--- src/rtl/qdot_pkg.sv ---
package qdot_pkg;

  // Sequencer phases: waiting for a pair, launching the add, waiting for it.
  typedef enum logic [1:0] {
    SQ_IDLE  = 2'd0,
    SQ_ISSUE = 2'd1,
    SQ_WAIT  = 2'd2
  } sq_state_t;

  // Divisor that maps a sum of two-operand products back to real scale.
  function automatic int unsigned rescale_of(input int unsigned dw);
    return ((32'd1 << dw) - 32'd1) * ((32'd1 << dw) - 32'd1);
  endfunction

endpackage

--- src/rtl/qdot_mul.sv ---
module qdot_mul #(
  parameter int DW = 8,
  parameter int PW = 32
) (
  input  logic          clk,
  input  logic          rst_n,
  input  logic          en,
  input  logic [DW-1:0] a,
  input  logic [DW-1:0] b,
  output logic [PW-1:0] prod
);

  logic [PW-1:0] prod_d;
  logic [PW-1:0] prod_q;

  always_comb begin
    prod_d = prod_q;
    if (en) prod_d = PW'(a) * PW'(b);
  end

  always_ff @(posedge clk or negedge rst_n) begin
    if (!rst_n) prod_q <= '0;
    else        prod_q <= prod_d;
  end

  assign prod = prod_q;

endmodule

--- src/rtl/qdot_cs_adder.sv ---
module qdot_cs_adder #(
  parameter int W        = 32,
  parameter int MAX_ITER = 5
) (
  input  logic         clk,
  input  logic         rst_n,
  input  logic         start,
  input  logic [W-1:0] a,
  input  logic [W-1:0] b,
  output logic         busy,
  output logic         done,
  output logic [W-1:0] sum,
  output logic         fallback
);

  localparam int ITW = $clog2(MAX_ITER + 1);

  logic [W-1:0]   s_q, s_d;
  logic [W-1:0]   c_q, c_d;
  logic [ITW-1:0] it_q, it_d;
  logic           busy_q, busy_d;
  logic           done_q, done_d;
  logic [W-1:0]   res_q, res_d;
  logic           fb_q, fb_d;

  always_comb begin
    s_d    = s_q;
    c_d    = c_q;
    it_d   = it_q;
    busy_d = busy_q;
    done_d = 1'b0;
    res_d  = res_q;
    fb_d   = fb_q;
    if (start && !busy_q) begin
      s_d    = a ^ b;
      c_d    = (a & b) << 1;
      it_d   = '0;
      busy_d = 1'b1;
    end else if (busy_q) begin
      if (c_q == '0) begin
        res_d  = s_q;
        fb_d   = 1'b0;
        done_d = 1'b1;
        busy_d = 1'b0;
      end else if (it_q == ITW'(MAX_ITER)) begin
        res_d  = s_q + c_q;
        fb_d   = 1'b1;
        done_d = 1'b1;
        busy_d = 1'b0;
      end else begin
        s_d  = s_q ^ c_q;
        c_d  = (s_q & c_q) << 1;
        it_d = it_q + ITW'(1);
      end
    end
  end

  always_ff @(posedge clk or negedge rst_n) begin
    if (!rst_n) begin
      s_q    <= '0;
      c_q    <= '0;
      it_q   <= '0;
      busy_q <= 1'b0;
      done_q <= 1'b0;
      res_q  <= '0;
      fb_q   <= 1'b0;
    end else begin
      s_q    <= s_d;
      c_q    <= c_d;
      it_q   <= it_d;
      busy_q <= busy_d;
      done_q <= done_d;
      res_q  <= res_d;
      fb_q   <= fb_d;
    end
  end

  assign busy     = busy_q;
  assign done     = done_q;
  assign sum      = res_q;
  assign fallback = fb_q;

endmodule

--- src/rtl/qdot_seq.sv ---
module qdot_seq
  import qdot_pkg::*;
#(
  parameter int ACCW = 32,
  parameter int CNTW = 11
) (
  input  logic            clk,
  input  logic            rst_n,
  input  logic            in_valid,
  input  logic            in_last,
  output logic            in_ready,
  output logic            mul_en,
  output logic            add_start,
  output logic [ACCW-1:0] add_a,
  input  logic            add_done,
  input  logic [ACCW-1:0] add_res,
  input  logic            add_fb,
  output logic            out_valid,
  output logic [ACCW-1:0] out_sum,
  output logic [CNTW-1:0] out_fb_cnt
);

  sq_state_t       st_q, st_d;
  logic            open_q, open_d;   // next pair starts a new vector
  logic            head_q, head_d;   // current pair is the first of its vector
  logic            last_q, last_d;
  logic [ACCW-1:0] acc_q, acc_d;
  logic [CNTW-1:0] fb_q, fb_d;
  logic            ov_q, ov_d;
  logic [ACCW-1:0] osum_q, osum_d;
  logic [CNTW-1:0] ofb_q, ofb_d;
  logic            accept;

  assign in_ready = (st_q == SQ_IDLE);
  assign accept   = in_valid && in_ready;
  assign mul_en   = accept;
  assign add_a    = head_q ? '0 : acc_q;

  always_comb begin
    st_d      = st_q;
    open_d    = open_q;
    head_d    = head_q;
    last_d    = last_q;
    acc_d     = acc_q;
    fb_d      = fb_q;
    ov_d      = 1'b0;
    osum_d    = osum_q;
    ofb_d     = ofb_q;
    add_start = 1'b0;
    unique case (st_q)
      SQ_IDLE: begin
        if (accept) begin
          head_d = open_q;
          last_d = in_last;
          open_d = in_last;
          st_d   = SQ_ISSUE;
        end
      end
      SQ_ISSUE: begin
        add_start = 1'b1;
        st_d      = SQ_WAIT;
      end
      SQ_WAIT: begin
        if (add_done) begin
          acc_d = add_res;
          fb_d  = (head_q ? '0 : fb_q) + CNTW'(add_fb);
          if (last_q) begin
            ov_d   = 1'b1;
            osum_d = add_res;
            ofb_d  = fb_d;
          end
          st_d = SQ_IDLE;
        end
      end
      default: st_d = SQ_IDLE;
    endcase
  end

  always_ff @(posedge clk or negedge rst_n) begin
    if (!rst_n) begin
      st_q   <= SQ_IDLE;
      open_q <= 1'b1;
      head_q <= 1'b1;
      last_q <= 1'b0;
      acc_q  <= '0;
      fb_q   <= '0;
      ov_q   <= 1'b0;
      osum_q <= '0;
      ofb_q  <= '0;
    end else begin
      st_q   <= st_d;
      open_q <= open_d;
      head_q <= head_d;
      last_q <= last_d;
      acc_q  <= acc_d;
      fb_q   <= fb_d;
      ov_q   <= ov_d;
      osum_q <= osum_d;
      ofb_q  <= ofb_d;
    end
  end

  assign out_valid  = ov_q;
  assign out_sum    = osum_q;
  assign out_fb_cnt = ofb_q;

endmodule

--- src/rtl/qdot_mac_engine.sv ---
module qdot_mac_engine
  import qdot_pkg::*;
#(
  parameter int DW       = 8,
  parameter int ACCW     = 32,
  parameter int MAX_ITER = 5,
  parameter int MAX_LEN  = 1024,
  localparam int CNTW    = $clog2(MAX_LEN + 1)
) (
  input  logic            clk,
  input  logic            rst_n,
  input  logic            in_valid,
  output logic            in_ready,
  input  logic            in_last,
  input  logic [DW-1:0]   in_act,
  input  logic [DW-1:0]   in_wgt,
  output logic            out_valid,
  output logic [ACCW-1:0] out_sum,
  output logic [ACCW-1:0] out_scale,
  output logic [CNTW-1:0] out_fb_cnt
);

  localparam int unsigned SCALE = rescale_of(DW);

  logic            mul_en;
  logic [ACCW-1:0] prod;
  logic            add_start;
  logic [ACCW-1:0] add_a;
  logic            add_busy;
  logic            add_done;
  logic [ACCW-1:0] add_res;
  logic            add_fb;

  qdot_mul #(.DW(DW), .PW(ACCW)) i_mul (
    .clk  (clk),
    .rst_n(rst_n),
    .en   (mul_en),
    .a    (in_act),
    .b    (in_wgt),
    .prod (prod)
  );

  qdot_cs_adder #(.W(ACCW), .MAX_ITER(MAX_ITER)) i_add (
    .clk     (clk),
    .rst_n   (rst_n),
    .start   (add_start),
    .a       (add_a),
    .b       (prod),
    .busy    (add_busy),
    .done    (add_done),
    .sum     (add_res),
    .fallback(add_fb)
  );

  qdot_seq #(.ACCW(ACCW), .CNTW(CNTW)) i_seq (
    .clk       (clk),
    .rst_n     (rst_n),
    .in_valid  (in_valid),
    .in_last   (in_last),
    .in_ready  (in_ready),
    .mul_en    (mul_en),
    .add_start (add_start),
    .add_a     (add_a),
    .add_done  (add_done),
    .add_res   (add_res),
    .add_fb    (add_fb),
    .out_valid (out_valid),
    .out_sum   (out_sum),
    .out_fb_cnt(out_fb_cnt)
  );

  assign out_scale = ACCW'(SCALE);

endmodule

--- config.mk ---
export PLATFORM = sky130hd
export DESIGN_NAME = qdot_mac_engine
export DESIGN_NICKNAME = d
export VERILOG_FILES = /design/src/rtl/qdot_pkg.sv /design/src/rtl/qdot_mul.sv /design/src/rtl/qdot_cs_adder.sv /design/src/rtl/qdot_seq.sv /design/src/rtl/qdot_mac_engine.sv
export SDC_FILE = /design/constraint.sdc
export NUM_CORES = 1
export LEC_CHECK = 0
export ABC_AREA = 1
export CELL_PAD_IN_SITES_DETAIL_PLACEMENT = 0
export CELL_PAD_IN_SITES_GLOBAL_PLACEMENT = 1
export CORE_ASPECT_RATIO = 0.6
export CORE_MARGIN = 3
export CORE_UTILIZATION = 40
export DETAILED_ROUTE_END_ITERATION = 6
export HOLD_SLACK_MARGIN = 0.06
export PLACE_DENSITY = 0.77
export SLEW_MARGIN = 10
export SYNTH_ARGS = -nofsm -noshare
export SYNTH_HDL_FRONTEND = slang
export SYNTH_SLANG_ARGS = --single-unit
--- constraint.sdc ---
create_clock -name clk -period 3.8 [get_ports clk]
set_clock_uncertainty 0.05 [all_clocks]
set_input_delay 0.38 -clock clk [delete_from_list [all_inputs] [get_ports clk]]
set_output_delay 0.38 -clock clk [all_outputs]
set_load 0.01 [all_outputs]
==> results of run 1 <==
metrics by stage:
stage | std cells | hold slack, ps | util (%)
after floorplan | 1908 | 34.41 | -
after global placement | 2385 | 404.0 | 45.46
after detailed placement | 2385 | 409.3 | 45.46
after CTS | 2434 | 377.5 | 48.11
after global routing | 2434 | 328.1 | 48.14
final | 2434 | 294.6 | 48.14
cell usage after synthesis, drive strengths merged:
master,number,area (um^2)
o211ai,7,52.55
nor2,139,554.3
a31oi,2,12.51
xnor2,10,87.58
dfrtp,207,5180
o21ai,122,614.3
nand4,10,62.56
conb,2,7.510
fa,37,740.7
and2,3,18.77
a21oi,32,160.2
ha,86,1076
nand3,103,515.5
dfstp,2,52.55
a22oi,1,7.510
nand3b,3,22.52
o21a,2,15.01
xor2,17,148.9
o22ai,16,100.1
or2,4,25.03
inv,303,1140
clkbuf,46,172.7
nand2,660,2492
buf,54,400.4
nor3,8,56.31
o21bai,2,15.01
sequential cells by signal (all words and copies together) (netlist names), 2 cells and up:
| signal | flops |
|---|---|
| i_add.s_q | 32 |
| i_add.sum | 32 |
| i_seq.acc_q | 32 |
| i_seq.out_sum | 32 |
| i_add.c_q | 31 |
| i_mul.prod | 16 |
| i_seq.fb_q | 11 |
| i_seq.out_fb_cnt | 11 |
| i_add.it_q | 3 |
| i_seq.st_q | 2 |
power by group through the flow:
stage | sequential [W] | clock, W | combinational [W]
after floorplan | 0.00338 | 0 | 0.00459
after global placement | 0.00352 | 0 | 0.00687
after detailed placement | 0.00353 | 0 | 0.00694
after CTS | 0.00350 | 0.00218 | 0.00708
after global routing | 0.00359 | 0.00227 | 0.00788
final | 0.00351 | 0.00214 | 0.00719
tightest hold or removal path: cells and delay by family:
kind / cells / cell delay, ps
compound gates: 1 / 70
buf+inv: 2 / 320
simple gates: 1 / 50
area by class of cell:
class	instances	area (um^2)	area share (%)
Timing Repair Buffer	137	1182	7.417
Tap cell	450	563.0	3.532
Clock inverter	7	71.32	0.4474
Clock buffer	32	628.1	3.940
Sequential cell	209	5233	32.82
Multi-Input combinational cell	1296	7124	44.69
Inverter	303	1140	7.150
final timing paths:
kind / endpoint / cells past startpoint / from / slack [ps]
max: i_mul.prod[9] / 18 / in_wgt[6] / 140
min: i_mul.prod[0] / 4 / in_act[0] / 290
max reg2reg: i_seq.out_sum[22] / 9 / i_seq.st_q[0] / 880
min reg2reg: i_seq.out_sum[15] / 2 / i_seq.out_sum[15] / 420
max in group asynchronous: i_seq.fb_q[8] / 3 / rst_n / 2360
min in group asynchronous: i_seq.st_q[1] / 2 / rst_n / 420
cells by family (layout without fill, tap and decap cells):
logic type / after synthesis / count (layout) / share of synthesized area (%)
simple gates: 930 / 930 / 27.29
buf+inv: 403 / 479 / 12.48
flops: 209 / 209 / 38.11
compound gates: 184 / 184 / 7.117
fa+ha+maj: 123 / 123 / 13.23
xor+xnor: 27 / 27 / 1.722
other cells: 2 / 32 / 0.05470
routing by layer:
metal,up-vias,track usage (%),wire length (um)
met5,-,0,0
met4,0,2.300,325
met3,24,7.020,4077
met2,366,26.21,13640
met1,5611,39.24,22640
li1,5872,-,-
timing repair:
item | 4_1_cts | 5_1_grt
endpoints found under the setup margin | 10 | 9
hold endpoints to repair | 94 | 0
hold buffers | 1 | 0
pin swaps | 20 | 14
gates resized for setup | 37 | 30
buffers inserted | 9 | 0
==> impl_metrics.py, run 1 <==
metrics = {
    "outcome": {
        "outcome": "complete, no violations",
    },
    "setup_path": {
        "crit_buf_inv": 7,
        "cp_cell_sequence": "dlygate4sd2_1 -> buf_6 -> buf_4 -> nand2_1 -> inv_1 -> fa_1 -> fa_1 -> fa_1 -> inv_1 -> fa_1 -> inv_2 -> ha_4 -> a21oi_4 -> o21ai_2 -> nor2_2 -> buf_4 -> xor2_1 -> o21ai_0",
        "crit_top_cell": "fa_1",
        "arrival_ps": 4010,
        "end_kind": "register",
        "cp_slowest_cell": "fa_1",
        "critPathKind": "input port to register",
        "max_stage_delay_ps": 510,
        "cp_max_fo": 4,
        "cp-start-kind": "input port",
        "crit_family": "adder cells",
        "required_ps": 4160,
    },
    "power": {
        "sw_frac_of_total_pct": 48.93,
        "pwr-share-seq_pct": 27.3,
        "total_power_w": 0.01284,
        "vdd_drop_max_mv": 0.6921,
        "p_per_area_nw_per_um2": 805.6,
        "p_sw_w": 0.006284,
        "power.internal_w": 0.006558,
        "clock_power_share_pct": 16.7,
        "combPwrFrac_pct": 56.0,
        "power.leakage_nw": 8.580,
    },
    "sta": {
        "final.min_clock_period_ps": 3658,
        "rsz0062_at_grt": "true",
        "layout_setup_ws_ps": 141.9,
        "drv_slew": 0,
        "final_hold_viol_count": 0,
        "setup_violations": 0,
        "finalCritPeriodShare_pct": 96.27,
        "tns_ps": 0,
        "max_slew.worst_pin.slew_ps": 1115,
        "max_freq_ghz": 0.2734,
        "slew-limit-headroom_pct": 25.57,
    },
    "grt": {
        "grt_first_pass_wirelength_um": 64160,
        "antenna_found_initial": 0,
        "first_global_vias": 11030,
        "grt_max_degree": 100,
        "grt_usage_pct": 22.57,
        "grt_overflow_total": 0,
    },
    "layout": {
        "filler_cell_count": 3292,
        "finalNetCount": 2112,
        "area_delta_synth_final_pct": 16.10,
        "diodes": 0,
        "mostFrequentLayoutCells": "649 x nand2_1, 292 x inv_1, 207 x dfrtp_1",
        "fin_area_um2": 15940,
        "drive_gt1_share_pct": 9.022,
        "layout_commonest_cell": "nand2_1",
    },
    "detailed_routing": {
        "drcViolationCount": 0,
        "ant_nets": 0,
        "wl_per_cell_um": 16.72,
        "drt_iter0_markers": 1202,
        "vias": 11870,
        "dr.pass1.iters": 5,
        "routed_wl_um": 40690,
        "via_per_inst": 4.878,
    },
    "place": {
        "postPlaceCellArea_um2": 15060,
        "dpl.hpwl_um": 31140,
        "numPortBuffers": 64,
        "place_congestion": 0.9427,
        "dp_slack_ps": -845.4,
    },
    "synth": {
        "yosysUniqueCellTypes": 38,
        "netlist_area_um2": 13730,
        "synth-seq-cells": 209,
        "synth_warnings": 0,
        "synth_seq_area_share_pct": 38.11,
        "syn_area_per_cell_um2": 7.311,
        "syn_inst": 1878,
    },
    "worst_hold_path": {
        "hp-class": "input port to register",
    },
    "clock_tree": {
        "path_clk_slew_ps": 70,
        "cts_buffers": 22,
        "clock_path_buffers": 3,
        "clk_latency_ps": 530,
        "ctsRootBufferMaster": "clkbuf_16",
        "cts_tree": "built",
        "cts_num_sinks": 209,
        "htree_num_levels": 1,
    },
    "floorplan": {
        "die_x_um": 245.2,
        "die_area_um2": 36660,
        "rows": 51,
        "fp.coreArea_um2": 33120,
        "die_h_um": 149.5,
        "ios": 97,
        "initial_core_util_pct": 41.46,
    },
    "job": {
        "maxCapViolations": 0,
    },
}
Power figures use the tool's default switching activity.
==> run 2, diff against run 1 <==
Settings changed: CTS_CLUSTER_SIZE from default to 40, SLEW_MARGIN 10 to 20.
==> run 2 against run 1 <==
Register-to-register slack got worse by 370 ps. Maximum frequency decreased by 0.15%. Die area unchanged. Sequential power about the same. Global-route usage unchanged. Combinational power about the same. Via count decreased by 0.15%. Wire length about the same. Final cell count unchanged. Sequential share of layout area about the same. Count of clock-buffer cells in the layout unchanged. Highest routed layer unchanged.
==> impl_metrics.py, run 2 (same netlist as run 1, synthesis figures left out) <==
metrics = {
    "worst_hold_path": {
        "hp-class": "input port to register",
        "min_to": "i_mul.prod[0]",
        "hold_depth": 4,
        "hp-start": "in_act[0]",
    },
    "setup_path": {
        "reg2regPathDepth": 8,
        "timing.rr.end": "i_seq.out_sum[22]",
        "arrival_ps": 4020,
        "end_kind": "register",
        "cp_max_fo": 4,
        "r2r_slack_ps": 510,
        "cp-start-kind": "input port",
        "critPathKind": "input port to register",
        "required_ps": 4160,
        "reg2reg_from": "i_seq.st_q[0]",
    },
    "power": {
        "p_per_area_nw_per_um2": 805.8,
        "total_power_w": 0.01285,
        "vdd_drop_max_mv": 0.6924,
        "power.leakage_nw": 8.580,
    },
    "place": {
        "postPlaceCellArea_um2": 15060,
        "dpl.hpwl_um": 31140,
        "numPortBuffers": 64,
        "place_congestion": 0.9427,
    },
    "floorplan": {
        "ios": 97,
        "die_area_um2": 36660,
        "rows": 51,
        "die_h_um": 149.5,
        "fp.coreArea_um2": 33120,
        "initial_core_util_pct": 41.46,
        "die_x_um": 245.2,
    },
    "sta": {
        "drv_slew": 0,
        "max_freq_ghz": 0.2730,
        "final.min_clock_period_ps": 3664,
        "slew-limit-headroom_pct": 35.95,
        "max_slew.worst_pin.slew_ps": 959.4,
        "final_hold_viol_count": 0,
        "setup_violations": 0,
        "finalCritPeriodShare_pct": 96.41,
        "rsz0062_at_grt": "true",
    },
    "detailed_routing": {
        "via_per_inst": 4.871,
        "wl_per_cell_um": 16.72,
        "drt_iter0_markers": 1202,
        "ant_nets": 0,
        "vias": 11860,
        "routed_wl_um": 40700,
        "dr.pass1.iters": 5,
        "drcViolationCount": 0,
    },
    "clock_tree": {
        "path_clk_slew_ps": 70,
        "clk_latency_ps": 530,
        "ctsRootBufferMaster": "clkbuf_16",
        "clock_path_buffers": 3,
        "cts_num_sinks": 209,
        "cts_buffers": 22,
        "cts_tree": "built",
        "htree_num_levels": 1,
    },
    "grt": {
        "grt_max_degree": 100,
        "grt_overflow_total": 0,
        "antenna_found_initial": 0,
        "grt_first_pass_wirelength_um": 64160,
        "grt_usage_pct": 22.57,
        "first_global_vias": 11030,
    },
    "layout": {
        "diodes": 0,
        "finalNetCount": 2112,
        "drive_gt1_share_pct": 9.022,
        "area_delta_synth_final_pct": 16.11,
        "mostFrequentLayoutCells": "649 x nand2_1, 292 x inv_1, 207 x dfrtp_1",
        "fin_area_um2": 15940,
        "layout_commonest_cell": "nand2_1",
    },
    "job": {
        "maxCapViolations": 0,
    },
    "outcome": {
        "outcome": "complete, no violations",
    },
}
[run 2: changes by cell type in the layout (fill, tap and decap cells not counted), sizes merged]
cell,before,now
clkinv,6,7
inv,303,302
[run 2: worst max-delay path by stage]
stage / from / endpoint / slack [ps]
finish: in_wgt[6] / i_mul.prod[9] / 140
global route: in_wgt[6] / i_mul.prod[10] / -30
CTS: in_act[5] / i_mul.prod[14] / 4
detailed placement: in_act[5] / i_mul.prod[14] / -850
global placement: in_wgt[7] / i_mul.prod[14] / -770
floorplan: in_wgt[4] / i_mul.prod[15] / 6
[run 2: per-layer routing]
metal / up-vias / wire, um / track usage, %
li1: 5872 / - / -
met1: 5591 / 22680 / 39.24
met2: 368 / 13650 / 26.21
met3: 24 / 4045 / 7.020
met4: 0 / 325 / 2.300
met5: - / 0 / 0
[run 2: layout make-up]
class,instances,area [um^2]
clock buffer,32,628.1
clock inverter,7,71.32
fill,3291,17180
inverter,303,1141
multi-input combinational,1296,7124
sequential,209,5233
tap,450,563.0
timing repair buffer,137,1182
[run 2: power by group]
| part | switching (W) | internal (W) |
|---|---|---|
| combinational | 0.00481 | 0.00238 |
| clock | 0.000927 | 0.00122 |
| sequential | 0.000551 | 0.00296 |
| total | 0.00629 | 0.00656 |
[run 2: worst max-delay path, cell delays in order]
cell and delay, ps:
dlygate4sd2_1 240, buf_6 130, buf_4 140, nand2_1 60, inv_1 50, fa_1 470
fa_1 490, fa_1 510, inv_1 50, fa_1 490, inv_2 50, ha_4 260
a21oi_4 150, o21ai_2 90, nor2_2 140, buf_4 120, xor2_1 120, o21ai_0 80
[run 2: through the flow]
step / hold WS [ps] / worst slack, ps / utilization, % / setup TNS, ps / instances
after global placement: 404.0 / -767.0 / 45.46 / -6695 / 2385
after CTS: 377.5 / 3.793 / 48.11 / 0 / 2434
final: 294.7 / 136.3 / 48.14 / 0 / 2434
after detailed placement: 409.3 / -845.4 / 45.46 / -7342 / 2385
after floorplan: 34.41 / 6.096 / - / 0 / 1908
after global routing: 328.1 / -27.80 / 48.14 / -38.19 / 2434
[run 2: timing repair]
action                                  CTS  global route
gates resized for setup                  37            30
endpoints found under the setup margin   10             9
hold buffers                              1             0
pin swaps                                20            14
buffers inserted                          9             0
hold endpoints to repair                 94             0
